### config.mk
export PLATFORM = sky130hd
export DESIGN_NAME = pcm_pwm_gen
export DESIGN_NICKNAME = d
export VERILOG_FILES = /design/src/rtl/pcm_pwm_pkg.sv /design/src/rtl/pcm_period_timer.sv /design/src/rtl/pcm_duty_regs.sv /design/src/rtl/pcm_duty_cmp.sv /design/src/rtl/pcm_event_unit.sv /design/src/rtl/pcm_pwm_gen.sv
export SDC_FILE = /design/constraint.sdc
export NUM_CORES = 1
export LEC_CHECK = 0
export ABC_AREA = 1
export BUFFER_PORTS_ARGS = -buffer_cell sky130_fd_sc_hd__buf_4
export CAP_MARGIN = 5
export CORE_UTILIZATION = 57
export CTS_BUF_LIST = sky130_fd_sc_hd__clkbuf_8
export DETAILED_ROUTE_END_ITERATION = 8
export GPL_TIMING_DRIVEN = 0
export HOLD_SLACK_MARGIN = 0.08
export PLACE_DENSITY = 0.85
export SLEW_MARGIN = 5
export SYNTH_ARGS = -nofsm -noshare
export SYNTH_HDL_FRONTEND = slang
export SYNTH_SLANG_ARGS = --single-unit
export TNS_END_PERCENT = 30
### constraint.sdc
create_clock -name clk -period 2.59 [get_ports clk]
set_input_delay 0.259 -clock clk [delete_from_list [all_inputs] [get_ports clk]]
set_output_delay 0.259 -clock clk [all_outputs]
set_load 0.02 [all_outputs]
### src/rtl/pcm_pwm_pkg.sv
package pcm_pwm_pkg;
  typedef enum logic [1:0] {
    SEL_PERIOD = 2'd0,
    SEL_DUTY   = 2'd1,
    SEL_SHADOW = 2'd2,
    SEL_CTRL   = 2'd3
  } reg_sel_e;

  localparam int CTRL_MODE_BIT  = 0;
  localparam int CTRL_IRQEN_BIT = 1;
  localparam int CTRL_CLEAR_BIT = 2;
endpackage

### src/rtl/pcm_period_timer.sv
module pcm_period_timer #(
  parameter int W = 16
) (
  input  logic         clk,
  input  logic         rst,
  input  logic [W-1:0] period,
  output logic [W-1:0] timer
);
  localparam logic [W:0] ONE = {{W{1'b0}}, 1'b1};

  logic [W:0] limit;
  logic       at_end;

  // The last timer value is period+1, which gives a cycle of period+2 clocks.
  always_comb begin
    limit  = {1'b0, period} + ONE;
    at_end = ({1'b0, timer} >= limit);
  end

  always_ff @(posedge clk) begin
    if (rst)         timer <= '0;
    else if (at_end) timer <= '0;
    else             timer <= timer + 1'b1;
  end
endmodule

### src/rtl/pcm_duty_regs.sv
module pcm_duty_regs #(
  parameter int W = 16
) (
  input  logic         clk,
  input  logic         rst,
  input  logic         duty_we,
  input  logic         shadow_we,
  input  logic         xfer,
  input  logic [W-1:0] wdata,
  output logic [W-1:0] duty
);
  logic [W-1:0] shadow;

  always_ff @(posedge clk) begin
    if (rst)            shadow <= '0;
    else if (shadow_we) shadow <= wdata;
  end

  // A transfer outranks a direct write in the same clock.
  always_ff @(posedge clk) begin
    if (rst)          duty <= '0;
    else if (xfer)    duty <= shadow;
    else if (duty_we) duty <= wdata;
  end
endmodule

### src/rtl/pcm_duty_cmp.sv
module pcm_duty_cmp #(
  parameter int W = 16
) (
  input  logic [W-1:0] timer,
  input  logic [W-1:0] duty,
  input  logic         reverse,
  output logic         on
);
  logic [W-1:0] flipped;
  logic [W-1:0] operand;

  for (genvar i = 0; i < W; i++) begin : g_rev
    assign flipped[i] = timer[W-1-i];
  end

  always_comb begin
    operand = reverse ? flipped : timer;
    on      = (duty > operand);
  end
endmodule

### src/rtl/pcm_event_unit.sv
module pcm_event_unit (
  input  logic clk,
  input  logic rst,
  input  logic cmp_on,
  input  logic clear,
  input  logic irq_en,
  output logic pwm_out,
  output logic event_out,
  output logic flag,
  output logic irq
);
  logic falling;

  assign falling = pwm_out & ~cmp_on;

  always_ff @(posedge clk) begin
    if (rst) begin
      pwm_out   <= 1'b0;
      event_out <= 1'b0;
    end else begin
      pwm_out   <= cmp_on;
      event_out <= falling;
    end
  end

  always_ff @(posedge clk) begin
    if (rst)          flag <= 1'b0;
    else if (falling) flag <= 1'b1;
    else if (clear)   flag <= 1'b0;
  end

  assign irq = flag & irq_en;
endmodule

### src/rtl/pcm_pwm_gen.sv
module pcm_pwm_gen #(
  parameter int W = 16
) (
  input  logic         clk,
  input  logic         rst,
  input  logic         wr_en,
  input  logic [1:0]   wr_addr,
  input  logic [W-1:0] wr_data,
  input  logic         xfer_strobe,
  output logic         pwm_out,
  output logic         event_out,
  output logic         irq,
  output logic         flag_out
);
  import pcm_pwm_pkg::*;

  logic [W-1:0] period_q;
  logic [W-1:0] timer_q;
  logic [W-1:0] duty_q;
  logic         mode_q;
  logic         irq_en_q;
  logic         period_we;
  logic         duty_we;
  logic         shadow_we;
  logic         ctrl_we;
  logic         flag_clr;
  logic         cmp_on;
  logic [W-1:0] unused_ctrl_bits;

  always_comb begin
    period_we = wr_en && (wr_addr == SEL_PERIOD);
    duty_we   = wr_en && (wr_addr == SEL_DUTY);
    shadow_we = wr_en && (wr_addr == SEL_SHADOW);
    ctrl_we   = wr_en && (wr_addr == SEL_CTRL);
    flag_clr  = ctrl_we && wr_data[CTRL_CLEAR_BIT];
  end

  assign unused_ctrl_bits = wr_data;

  always_ff @(posedge clk) begin
    if (rst)            period_q <= '0;
    else if (period_we) period_q <= wr_data;
  end

  always_ff @(posedge clk) begin
    if (rst) begin
      mode_q   <= 1'b0;
      irq_en_q <= 1'b0;
    end else if (ctrl_we) begin
      mode_q   <= wr_data[CTRL_MODE_BIT];
      irq_en_q <= wr_data[CTRL_IRQEN_BIT];
    end
  end

  pcm_period_timer #(.W(W)) u_timer (
    .clk    (clk),
    .rst    (rst),
    .period (period_q),
    .timer  (timer_q)
  );

  pcm_duty_regs #(.W(W)) u_regs (
    .clk       (clk),
    .rst       (rst),
    .duty_we   (duty_we),
    .shadow_we (shadow_we),
    .xfer      (xfer_strobe),
    .wdata     (wr_data),
    .duty      (duty_q)
  );

  pcm_duty_cmp #(.W(W)) u_cmp (
    .timer   (timer_q),
    .duty    (duty_q),
    .reverse (mode_q),
    .on      (cmp_on)
  );

  pcm_event_unit u_evt (
    .clk       (clk),
    .rst       (rst),
    .cmp_on    (cmp_on),
    .clear     (flag_clr),
    .irq_en    (irq_en_q),
    .pwm_out   (pwm_out),
    .event_out (event_out),
    .flag      (flag_out),
    .irq       (irq)
  );
endmodule

==> Yosys cells after proc, flatten, opt, wreduce, memory -nomap -nowiden <==
Index checks and enable logic that the tools add are counted.
{ "totals": {"regBits": 69, "out_inout_bits": 4} }
{ "classes": {"magnitude_cmp": 2, "n_eq_ne": 3, "reduce_logical": 9, "mux": 5, "bitwise": 3, "add_sub_neg": 2} }
{ "ops": {"columns": ["operator", "count"], "rows": [
  ["$mux W16", 3],
  ["$add A16 B1 Y17 const B", 1],
  ["$ge A16 B17 Y1", 1],
  ["$add A16 B1 Y16 const B", 1],
  ["$gt A16 B16 Y1", 1],
  ["$logic_and A1 B1 Y1", 5],
  ["$eq A2 B2 Y1 const B", 2],
  ["$reduce_bool A2 Y1", 2],
  ["$and A1 B1 Y1", 2],
  ["$eq A2 B1 Y1 const B", 1],
  ["$logic_not A2 Y1", 1],
  ["$mux W1", 2],
  ["$reduce_or A2 Y1", 1],
  ["$not A1 Y1", 1]
]} }

==> Logic depth before layout (Yosys ltp) <==
{ "logic_depth": {"ltp_word": 5, "depth_mapped": 17, "depth_no_buf": 16} }

==> Hierarchy <==
From an unflattened synthesis, not the netlist that was laid out.
{ "hier_totals": {"hier_cells": 633, "hier_area_um2": 4504.3} }
{ "modules_own_cells": {"columns": ["module", "area_per_inst_um2", "n_inst", "seq_area_each_um2", "cells_each"], "rows": [
  ["pcm_period_timer", 1490.2, 1, 320.3, 188],
  ["pcm_duty_regs", 1482.7, 1, 640.6, 207],
  ["pcm_pwm_gen", 855.8, 1, 360.3, 124],
  ["pcm_duty_cmp", 573.0, 1, 0.0, 100],
  ["pcm_event_unit", 102.6, 1, 60.1, 14]
]} }

==> Least setup slack after synthesis <==
Ideal clock, no wire load.
{ "synth_path": {"path_type": "register -> register", "from": "register period_q[0]", "to": "register u_timer.timer[10]", "stages_incl_launch_ff": 15, "required_time_ns": 2.472, "synth_period_minus_slack_ns": 2.401, "setup_slack_ns": 0.189, "arrival_time_ns": 2.284, "path_cell_list": "dfxtp_1 > ha_1 > nand3_2 > nor2_1 > nand2_1 > nor2_1 > nand3_1 > xor2_1 > ha_1 > nand2_1 > nor2_1 > nand3_2 > nor2_4 > buf_6 > nor3_2"} }
{ "synth_via": {"elab_chain_len": 3} }
{ "synth_rtl": {"columns": ["element", "line", "rtl"], "rows": [
  ["from (decl)", "pcm_pwm_gen.sv:17", "logic [W-1:0] period_q;"],
  ["from (signal assigned)", "pcm_pwm_gen.sv:42", "else if (period_we) period_q <= wr_data;"],
  ["$add A16 B1 Y17", "pcm_period_timer.sv:16", "limit = {1'b0, period} + ONE;"],
  ["$ge A16 B17 Y1", "pcm_period_timer.sv:17", "at_end = ({1'b0, timer} >= limit);"],
  ["$reduce_or A2 Y1 (no line)", null, null],
  ["to (signal assigned)", "pcm_period_timer.sv:23", "else timer <= timer + 1'b1;"],
  ["to (decl)", "pcm_period_timer.sv:7", "output logic [W-1:0] timer"]
]} }
No other way between the ends.
A chain may end at the register's enable or synchronous reset.

==> Worst setup path in the final report <==
{ "layout_path": {"from": "register period_q[1]", "to": "register u_timer.timer[12]"} }
Same word-level chain as after synthesis.

==> flow_summary.yaml <==
run_status:
  status: "completed"
pwr:
  p_leak_nw: 2.04
  ir_drop_mv: 0.449
  p_per_area_nw_per_um2: 541
sta:
  holdWs_ns: 0.150
  fin_crit_sh_pct: 97.7
  hold_viol: 0
  fmax_mhz: 395
  setup_viol: 0
  skew_ns: 0.00569
  worst_slack_ns: 0.0601
  relSlewSlack_pct: 68.4
  drv_slew: 0
  rsz0062_at_grt: "true"
  worstMarginPinSlew_ns: 0.474
  min_period_ns: 2.53
detailed_routing:
  wl_met3_um: 845
  vias: 4015
  via_per_inst: 5.70
  wl_met2_um: 5130
  detail_route.wl_per_cell_um: 15.4
  ant_nets: 0
  routed.top_layer: "met4"
  drt_iter0_markers: 292
  drc: 0
  routed_wl_um: 10800
  met1_length_um: 4440
  first_pass_iters: 5
yosys:
  seq_area_frac_synth_pct: 34.1
  netlist_top_cells_count: "nand2_1, dfxtp_1, o21ai_0"
  dominantRegCellSynth: "dfxtp_1"
  synth_cells: 560
  synth.largest_area_cell: "dfxtp_1"
  syn_area_sq_um: 4050
  yosysMostFrequentCell: "nand2_1"
  synth_top_area_share_pct: 34.1
  ys_warn_count: 0
  ys_seq_elements: 69
  ys_top_cells_by_area: "dfxtp_1, nand2_1, ha_1"
  syn_nets: 616
  synth-edff-count: 0
  synth_area_per_cell_sq_um: 7.23
  async_flop_share_pct: 0
  yosysUniqueCellTypes: 32
clocking:
  cts_buffer_depth: 2
  cts.sinks: 69
  numCtsBuffers: 9
  clockRootBuffer: "clkbuf_8"
  insertion_delay_ns: 0.36
  path_clk_slew_ns: 0.08
  cts_tree: "built"
  cts_max_level: 3
setup_path:
  r2r_start: "period_q[1]"
  max_stage_delay_ns: 0.38
  worstPathMaxFanout: 5
  critical_path.slowest_cell: "dfxtp_4"
  cp_cell_sequence: "ha_4 > nand3_4 > nor2_4 > nand2_4 > nor2_4 > inv_1 > nor2_1 > o22ai_1 > ha_1 > nand2_1 > nor2_2 > nand4_1 > nand2_1 > nand2_2 > nand3_4 > bufbuf_16 > nor3_2"
  cp_data_required_time_ns: 2.84
  end_kind: "flip-flop"
  reg2regPathDepth: 17
  path_class: "reg2reg"
  reg2reg_to: "u_timer.timer[12]"
  crit_arrival_ns: 2.78
  cp-start-kind: "flip-flop"
  worst_path_dominant_cell_family: "simple AND/OR/NAND/NOR gates"
  reg2reg_setup_slack_ns: 0.06
  path_buf_inv: 2
hold_path:
  hold_path.class: "in2reg"
  min_delay_path_depth: 3
  min_from: "wr_data[13]"
  hold_end: "u_regs.shadow[13]"
finish:
  fin_nets: 659
  syn_to_final_growth_pct: 16.3
  fin_util_pct: 69.0
  fin_cells: 704
  design_area_sq_um: 4710
  drive_above_1_share_pct: 15.5
  diodes: 0
placed_design:
  place.detailed.hpwl_um: 7930
  dp.cells: 680
  post-place-ws_ns: -0.178
  dpl-instance-area_sq_um: 4350
  io_buffers: 24
  place_congestion: 0.941
floorplanning:
  rows: 30
  dieArea_sq_um: 7450
  initial_core_util_pct: 59.3
  dieWidth_um: 86.3
  die_h_um: 86.3
  pin_count: 26
  core_sq_um: 6830
global_route:
  gr-total-overflow: 0
  grt_pass1_wl_um: 17600
  grt_pass1_vias: 3774
  grt_max_degree: 14
  track_usage_pct: 30.6
  antenna_found_initial: 0
run:
  max_cap_violations: 0
==> flip-flops by register name, summed over array words and instances, names as in the netlist <==
| register | count |
|---|---|
| period_q | 16 |
| u_regs.duty | 16 |
| u_regs.shadow | 16 |
| u_timer.timer | 16 |
| irq_en_q | 1 |
| mode_q | 1 |
| u_evt.event_out | 1 |
| u_evt.flag | 1 |
| u_evt.pwm_out | 1 |
==> worst register-to-register path, stage by stage, from the launching register on <==
cell and delay (ns):
dfxtp_4 0.38, ha_4 0.16, nand3_4 0.10, nor2_4 0.16, nand2_4 0.08, nor2_4 0.10, inv_1 0.08, nor2_1 0.12
o22ai_1 0.10, ha_1 0.31, nand2_1 0.07, nor2_2 0.13, nand4_1 0.10, nand2_1 0.08, nand2_2 0.06, nand3_4 0.08
bufbuf_16 0.28, nor3_2 0.03
==> cell families after synthesis <==
| group | share of synthesized area, % |
|---|---|
| flip-flops | 34.1 |
| buffers and inverters | 8.00 |
| adder cells (fa/ha/maj) | 10.5 |
| XOR/XNOR | 4.54 |
| AO/OA/AOI/OAI | 16.0 |
| AND/OR/NAND/NOR | 26.8 |
==> layout by cell type (no fill, tap or decap), drive strengths merged <==
master       count
o21a             1
and2             1
ha              34
a21oi           35
nor3            23
a21o             1
nand3b           1
o21ai           69
o211ai           1
o22ai            1
clkinvlp         2
dfxtp           69
nand2          122
nand3           20
dlygate4sd3      1
bufbuf           1
clkbuf          24
clkinv           4
xor2            17
xnor2            4
buf             36
nand4           10
a31oi           16
inv             61
nor2            54
==> worst max path at each step <==
stage	slack, ns	cells after the start	to	from
floorplan	0.19	14	u_timer.timer[10]	period_q[0]
global placement	-0.05	14	u_timer.timer[11]	period_q[1]
detailed placement	-0.18	14	u_timer.timer[8]	period_q[1]
CTS	0.003	14	u_timer.timer[14]	period_q[2]
global route	-0.09	17	u_timer.timer[14]	period_q[1]
finish	0.06	17	u_timer.timer[12]	period_q[1]
==> where the power goes <==
| part | internal [mW] | switching [mW] | leakage (nW) |
|---|---|---|---|
| combinational | 0.219 | 0.316 | 1.38 |
| sequential | 1.12 | 0.0618 | 0.568 |
| clock | 0.378 | 0.450 | 0.0889 |
| total | 1.72 | 0.828 | 2.04 |
==> per-stage QoR <==
| step | total power, mW | TNS, ns |
|---|---|---|
| 2_1_floorplan | 1.54 | 0 |
| 3_3_place_gp | 1.67 | -0.507 |
| 3_5_place_dp | 1.69 | -2.03 |
| 4_1_cts | 2.54 | 0 |
| 5_1_grt | 2.67 | -0.485 |
| 6_report | 2.55 | 0 |
==> cell type report <==
| type | instances | area, sq um |
|---|---|---|
| multi-input cells | 410 | 2410 |
| fillers | 546 | 2120 |
| flip-flops and latches | 69 | 1400 |
| repair buffers | 32 | 268 |
| inverters | 61 | 229 |
| clock buffers | 10 | 138 |
| well taps | 96 | 120 |
| plain buffers | 20 | 104 |
| clock inverters | 6 | 46.3 |
==> metal layers <==
layer / GRT usage, % / vias to the layer above
met3: 7.33 / 42
li1: - / 1951
met2: 51.3 / 189
met5: 0 / -
met1: 36.6 / 1833
met4: 15.6 / 0
==> what timing repair did <==
action | 4_1_cts | 5_1_grt
pin swaps | 1 | 6
hold buffers | 1 | 0
resized for setup | 11 | 15
endpoints found under the hold margin | 1 | 0
setup endpoints to repair | 16 | 16
setup buffers | 3 | 3
gates cloned | 1 | 0
No activity file was read; power rests on OpenSTA's default activity.
